### config.mk
export PLATFORM = sky130hd
export DESIGN_NAME = thermal_derate
export DESIGN_NICKNAME = d
export VERILOG_FILES = /design/src/rtl/thd_pkg.sv /design/src/rtl/thd_ext_chan.sv /design/src/rtl/thd_factor.sv /design/src/rtl/thd_scale.sv /design/src/rtl/thermal_derate.sv
export SDC_FILE = /design/constraint.sdc
export NUM_CORES = 1
export LEC_CHECK = 0
export BUFFER_PORTS_ARGS = -buffer_cell sky130_fd_sc_hd__buf_2
export CAP_MARGIN = 20
export CORE_MARGIN = 2
export CORE_UTILIZATION = 53
export CTS_BUF_LIST = sky130_fd_sc_hd__clkbuf_4 sky130_fd_sc_hd__clkbuf_8
export CTS_CLUSTER_SIZE = 8
export DETAILED_ROUTE_END_ITERATION = 7
export MAX_ROUTING_LAYER = met4
export PLACE_DENSITY = 0.8
export SLEW_MARGIN = 20
export SYNTH_ARGS = -nofsm -noshare
export SYNTH_HDL_FRONTEND = slang
export SYNTH_SLANG_ARGS = --single-unit
### constraint.sdc
create_clock -name clk -period 18.1 [get_ports clk]
set_clock_uncertainty 0.2 [all_clocks]
set_input_delay 1.81 -clock clk [delete_from_list [all_inputs] [get_ports clk]]
set_output_delay 1.81 -clock clk [all_outputs]
set_load 0.01 [all_outputs]
### src/rtl/thd_pkg.sv
package thd_pkg;

    // index of each external sensor channel in the condition vectors
    typedef enum int unsigned {
        CH_LOW  = 0,
        CH_HIGH = 1,
        CH_MISS = 2
    } thd_chan_e;

    localparam int unsigned NUM_CH = 3;

    // thermal limit select codes
    typedef enum logic [1:0] {
        LIM_OFF = 2'b00,
        LIM_A   = 2'b01,
        LIM_B   = 2'b10,
        LIM_C   = 2'b11
    } thd_limit_e;

endpackage

### src/rtl/thd_ext_chan.sv
// Debounce for one comparator: active after FILT consecutive high samples.
module thd_ext_chan #(
    parameter int unsigned FILT = 4
) (
    input  logic clk,
    input  logic rst_n,
    input  logic raw,
    output logic active
);
    localparam int unsigned CW = $clog2(FILT + 1);
    localparam logic [CW-1:0] CNT_MAX  = CW'(FILT);
    localparam logic [CW-1:0] CNT_LAST = CW'(FILT - 1);

    typedef struct packed {
        logic [CW-1:0] cnt;
        logic          act;
    } chan_t;

    chan_t st_d, st_q;

    always_comb begin
        st_d = st_q;
        if (!raw) begin
            st_d.cnt = '0;
            st_d.act = 1'b0;
        end else begin
            if (st_q.cnt != CNT_MAX) begin
                st_d.cnt = st_q.cnt + 1'b1;
            end
            st_d.act = (st_q.cnt >= CNT_LAST);
        end
    end

    always_ff @(posedge clk) begin
        if (!rst_n) begin
            st_q <= '0;
        end else begin
            st_q <= st_d;
        end
    end

    assign active = st_q.act;

endmodule

### src/rtl/thd_factor.sv
// Computes the Q(FRAC_W) derating factor from temperature and limit.
module thd_factor
    import thd_pkg::*;
#(
    parameter int unsigned TEMP_W  = 8,
    parameter int unsigned FRAC_W  = 16,
    parameter int unsigned LIMIT_A = 90,
    parameter int unsigned LIMIT_B = 100,
    parameter int unsigned LIMIT_C = 110
) (
    input  logic [TEMP_W-1:0] die_temp,
    input  logic [1:0]        limit_sel,
    output logic [FRAC_W:0]   factor
);
    // 2.25 % per degree, rounded to the nearest Q(FRAC_W) step
    localparam int unsigned STEP   = (225 * (2 ** FRAC_W) + 5000) / 10000;
    localparam int unsigned STEP_W = $clog2(STEP + 1);
    localparam int unsigned PROD_W = (TEMP_W + STEP_W > FRAC_W + 1) ?
                                     (TEMP_W + STEP_W) : (FRAC_W + 1);
    localparam logic [PROD_W-1:0] ONE_P  = PROD_W'(2 ** FRAC_W);
    localparam logic [PROD_W-1:0] STEP_P = PROD_W'(STEP);

    logic [TEMP_W-1:0] limit_val;
    logic              limit_on;
    logic [TEMP_W-1:0] excess;
    logic [PROD_W-1:0] cut;

    always_comb begin
        limit_on  = 1'b1;
        limit_val = TEMP_W'(LIMIT_A);
        case (thd_limit_e'(limit_sel))
            LIM_OFF: begin
                limit_on  = 1'b0;
                limit_val = '0;
            end
            LIM_A:   limit_val = TEMP_W'(LIMIT_A);
            LIM_B:   limit_val = TEMP_W'(LIMIT_B);
            LIM_C:   limit_val = TEMP_W'(LIMIT_C);
            default: limit_val = TEMP_W'(LIMIT_A);
        endcase

        if (limit_on && (die_temp > limit_val)) begin
            excess = die_temp - limit_val;
        end else begin
            excess = '0;
        end

        cut = PROD_W'(excess) * STEP_P;

        if (cut >= ONE_P) begin
            factor = '0;
        end else begin
            factor = (FRAC_W + 1)'(ONE_P - cut);
        end
    end

endmodule

### src/rtl/thd_scale.sv
// Multiplies a value by a Q(FRAC_W) factor that never exceeds 1.0.
module thd_scale #(
    parameter int unsigned VAL_W  = 12,
    parameter int unsigned FRAC_W = 16
) (
    input  logic [VAL_W-1:0] val,
    input  logic [FRAC_W:0]  factor,
    output logic [VAL_W-1:0] scaled
);
    localparam int unsigned P_W = VAL_W + FRAC_W + 1;

    logic [P_W-1:0] prod;

    always_comb begin
        prod   = P_W'(val) * P_W'(factor);
        scaled = VAL_W'(prod >> FRAC_W);
    end

endmodule

### src/rtl/thermal_derate.sv
module thermal_derate
    import thd_pkg::*;
#(
    parameter int unsigned TEMP_W        = 8,
    parameter int unsigned DUTY_W        = 12,
    parameter int unsigned CUR_W         = 12,
    parameter int unsigned FRAC_W        = 16,
    parameter int unsigned LIMIT_A       = 90,
    parameter int unsigned LIMIT_B       = 100,
    parameter int unsigned LIMIT_C       = 110,
    parameter int unsigned FILT_CYC      = 4,
    parameter int unsigned MISS_FILT_CYC = 8,
    parameter int unsigned LOW_CUT_SHIFT = 1
) (
    input  logic              clk,
    input  logic              rst_n,
    input  logic              period_stb,
    input  logic [TEMP_W-1:0] die_temp,
    input  logic [1:0]        limit_sel,
    input  logic              hybrid_en,
    input  logic [DUTY_W-1:0] duty_req,
    input  logic [CUR_W-1:0]  cur_req,
    input  logic              ext_low_hit,
    input  logic              ext_high_hit,
    input  logic              ext_open,
    input  logic              ext_en,
    input  logic              clear_stb,
    output logic [DUTY_W-1:0] duty_out,
    output logic [CUR_W-1:0]  cur_out,
    output logic              all_off,
    output logic              flag_low,
    output logic              flag_high,
    output logic              flag_missing
);

    typedef struct packed {
        logic [DUTY_W-1:0] duty;
        logic [CUR_W-1:0]  cur;
        logic [NUM_CH-1:0] flags;
    } top_t;

    logic [FRAC_W:0]   factor;
    logic [DUTY_W-1:0] duty_scaled;
    logic [CUR_W-1:0]  cur_scaled;
    logic [NUM_CH-1:0] raw_cond;
    logic [NUM_CH-1:0] cond_act;
    logic [CUR_W-1:0]  cur_sel;

    top_t st_d, st_q;

    thd_factor #(
        .TEMP_W  (TEMP_W),
        .FRAC_W  (FRAC_W),
        .LIMIT_A (LIMIT_A),
        .LIMIT_B (LIMIT_B),
        .LIMIT_C (LIMIT_C)
    ) u_factor (
        .die_temp  (die_temp),
        .limit_sel (limit_sel),
        .factor    (factor)
    );

    thd_scale #(.VAL_W(DUTY_W), .FRAC_W(FRAC_W)) u_scale_duty (
        .val    (duty_req),
        .factor (factor),
        .scaled (duty_scaled)
    );

    thd_scale #(.VAL_W(CUR_W), .FRAC_W(FRAC_W)) u_scale_cur (
        .val    (cur_req),
        .factor (factor),
        .scaled (cur_scaled)
    );

    // gated comparator inputs, ordered by channel index
    always_comb begin
        raw_cond          = '0;
        raw_cond[CH_LOW]  = ext_low_hit  & ext_en;
        raw_cond[CH_HIGH] = ext_high_hit & ext_en;
        raw_cond[CH_MISS] = ext_open     & ext_en;
    end

    for (genvar g = 0; g < NUM_CH; g++) begin : g_chan
        localparam int unsigned CH_FILT = (g == CH_MISS) ? MISS_FILT_CYC : FILT_CYC;
        thd_ext_chan #(.FILT(CH_FILT)) u_chan (
            .clk    (clk),
            .rst_n  (rst_n),
            .raw    (raw_cond[g]),
            .active (cond_act[g])
        );
    end

    always_comb begin
        st_d = st_q;

        // sticky flags: set while the condition is active, clear only after it is gone
        for (int i = 0; i < NUM_CH; i++) begin
            st_d.flags[i] = ext_en & (cond_act[i] | (st_q.flags[i] & ~clear_stb));
        end

        cur_sel = hybrid_en ? cur_scaled : cur_req;
        if (cond_act[CH_LOW]) begin
            cur_sel = cur_sel >> LOW_CUT_SHIFT;
        end

        if (period_stb) begin
            if (cond_act[CH_HIGH]) begin
                st_d.duty = '0;
                st_d.cur  = '0;
            end else begin
                st_d.duty = duty_scaled;
                st_d.cur  = cur_sel;
            end
        end
    end

    always_ff @(posedge clk) begin
        if (!rst_n) begin
            st_q <= '0;
        end else begin
            st_q <= st_d;
        end
    end

    assign duty_out     = st_q.duty;
    assign cur_out      = st_q.cur;
    assign all_off      = cond_act[CH_HIGH];
    assign flag_low     = st_q.flags[CH_LOW];
    assign flag_high    = st_q.flags[CH_HIGH];
    assign flag_missing = st_q.flags[CH_MISS];

endmodule

==> metrics.txt <==
data required time at the worst endpoint=18090 ps; die width=179 um; headroom to the max-slew limit=27.2%; most frequent cells after synthesis=inv_1 (410), nand2_1 (357), fa_1 (312); end of the worst register-to-register path=cur_out[5]; clock tree from TritonCTS=built; die span in y=179 um; final-layout setup total negative slack=0 ps; Reg-to-Reg Start=g_chan[1].u_chan.active; buffer levels on the longest clock path=2; placement row count=64; Syn-to-layout area delta=4.75%; IO Port Bufs=70; DRT Pass-1 Iters=5; H-tree level count=2; Highest Clock Rate=72.6 MHz; final RePlAce weighted congestion=0.945; Seq/Total Area, Yosys=4.94%; Post-Synthesis Cell Area=16200 sq um; CTS clk-pin slew, worst paths=80 ps; count of synthesis-stage warnings from yosys=0; synthesized instance count=1944; worst setup margin=4320 ps; Hold Path End=flag_missing; Mapped Avg Cell Area=8.33 sq um; cell with the most instances on the worst path=fa_1; GRT Resource Usage Total=26.7%; reported max-cap violation count=0; via total after detailed routing=13200; number of enable flip-flop cells after synthesis=0; critical path endpoint category=register; r2r worst-path depth=5; startpoint types=input pin; library cell with the highest instance count after synthesis=inv_1; sum of net half-perimeters after detailed placement=31100 um; via-per-instance ratio=5.61; Min Hold Slack=248 ps; buffer count from post-CTS setup fixing=0; final-stage net count=2497; proportion of netlist area held by the largest area contributor=38.6%; Total Die Area=32000 sq um; Top delay family on crit path=adder cells; wire length reported by the detailed router=38900 um; Sinks on Clock Net=40; status=finished clean; global-route wire length before repair=66800 um; cell at the root of the clock tree=clkbuf_8; worst path arrival time=13770 ps; cell area reported after detailed placement=16900 sq um; Yosys top cell by area=fa_1; largest cells by area after synthesis=fa_1 (39%), ha_1 (14%), inv_1 (9.5%); Final ANT Viol Nets=0; I/O pin count=71; area of the placeable core=30300 sq um; final clock period utilization by the worst path=76.1%; Num CTS Buffers=5; number of slew-limit violations in the final report=0; initial antenna violation count=1; ratio of cells with drive above 1 in the final layout=6.29%; slew at the pin closest to its max-slew limit=1080 ps; Non-Filler Cell Area, Final=17000 sq um; post-cts sizing count=0; unrepaired setup endpoints after global routing=no; number of cells on the critical path=42; synthesis-stage register bit count=40; Final Hold Violating Endpoints=0; effective utilization at floorplan=53.4%; WHS Path Cells=2; net count of the mapped netlist=2485; path category of the worst min-delay check=register to register; cell with the largest stage delay on the worst path=a221oi_1; peak per-stage delay on the critical path=600 ps; number of global-route vias before repair=14100; number of remaining DRC errors=0; residual overflow from global routing=0; minimum clock period after layout=13780 ps; number of DRC violations after detailed-routing iteration 0=1023; number of failing setup endpoints in the final timing report=0; number of buffers inserted for hold repair after clock tree synthesis=0; number of different library cells in the post-synthesis netlist=73; routed length per instance=16.5 um; worst setup slack for register-to-register paths=16330 ps; start-to-end type of the worst setup path=input pin to register; Buffers & Inverters on Critical Path=6; largest net degree at the start of global routing=39; Primary FF master, synth=dfxtp_1; Post-Place Worst Slack=4220 ps; clock latency on the worst-skew pair=300 ps; hold_sp=g_chan[2].u_chan.active; worst-path fanout max=38; async set-reset flop share out of synthesis=0%
[stage by stage]
step                      cells  util (%)
after floorplan            1944         -
after global placement     2345      55.6
after detailed placement   2345      55.6
after CTS                  2353      55.9
after global routing       2354      55.9
final                      2354      55.9
[state kept, by name, indices dropped and copies added (netlist names)]
register and count:
cur_out 12, duty_out 12, g_chan.u_chan.st_q 10, g_chan.u_chan.active 3
flag_high 1, flag_low 1, flag_missing 1
[kinds of logic after synthesis]
logic type | after synthesis | share of synthesized area (%)
xor+xnor | 56 | 3.03
compound gates | 191 | 7.80
buf+inv | 495 | 11.6
flops | 40 | 4.94
fa+ha+maj | 498 | 52.9
simple gates | 656 | 19.2
mux | 8 | 0.502
[layout make-up]
class                           instances  area (sq um)
Sequential cell                        40           801
Antenna cell                            1          2.50
Clock buffer                            8          97.6
Fill cell                            2647         13400
Inverter                              411          1540
Multi-Input combinational cell       1409         13500
Tap cell                              396           495
Timing Repair Buffer                   89           493
[layer usage]
metal | track usage [%] | wire (um)
met4 | 8.06 | 992
met3 | 3.46 | 3460
met5 | - | 0
met2 | 44.7 | 18900
met1 | 33.9 | 15500
[worst reg2reg max path, cell delays in order, from the launching register on]
cell and delay (ps):
dfxtp_1 390, nor2_1 90, nand2_1 410, nor2_1 110, and3_1 210, a211o_1 260
[layout by cell type (no fill, tap or decap), drive strengths merged, types with 3 or more instances in the layout]
master   netlist  layout
inv          411     411
nand2        357     357
fa           312     312
ha           186     186
and2         102     102
buf           16      89
nor2          65      65
a21oi         56      56
dfxtp         40      40
xnor2         35      35
o21ai         34      34
a21o          27      27
nand3         27      27
nor3          27      27
xor2          21      21
o21a          11      11
nand2b        11      11
nor2b         11      11
or4            9       9
nand4          8       8
a211oi         8       8
clkbuf        67       8
a31oi          7       7
mux2i          7       7
o31a           6       6
and3           6       6
nor4           6       6
o221ai         5       5
or2            5       5
o22ai          5       5
o211ai         4       4
and4           4       4
o2111ai        4       4
nand3b         4       4
or3            4       4
a221o          3       3
a2bb2oi        3       3
nor4b          3       3
o31ai          3       3
[how the worst max path moves through the flow]
stage / from / end / slack [ps]
floorplan: die_temp[1] / cur_out[4] / 5210
detailed placement: limit_sel[0] / cur_out[4] / 4220
finish: limit_sel[0] / cur_out[4] / 4320
global placement: die_temp[1] / cur_out[9] / 4540
global route: limit_sel[0] / cur_out[9] / 3820
CTS: limit_sel[0] / cur_out[4] / 4520
Power is not shown: default switching activity piles up to over one toggle a cycle in this logic, so the estimate is an artifact.
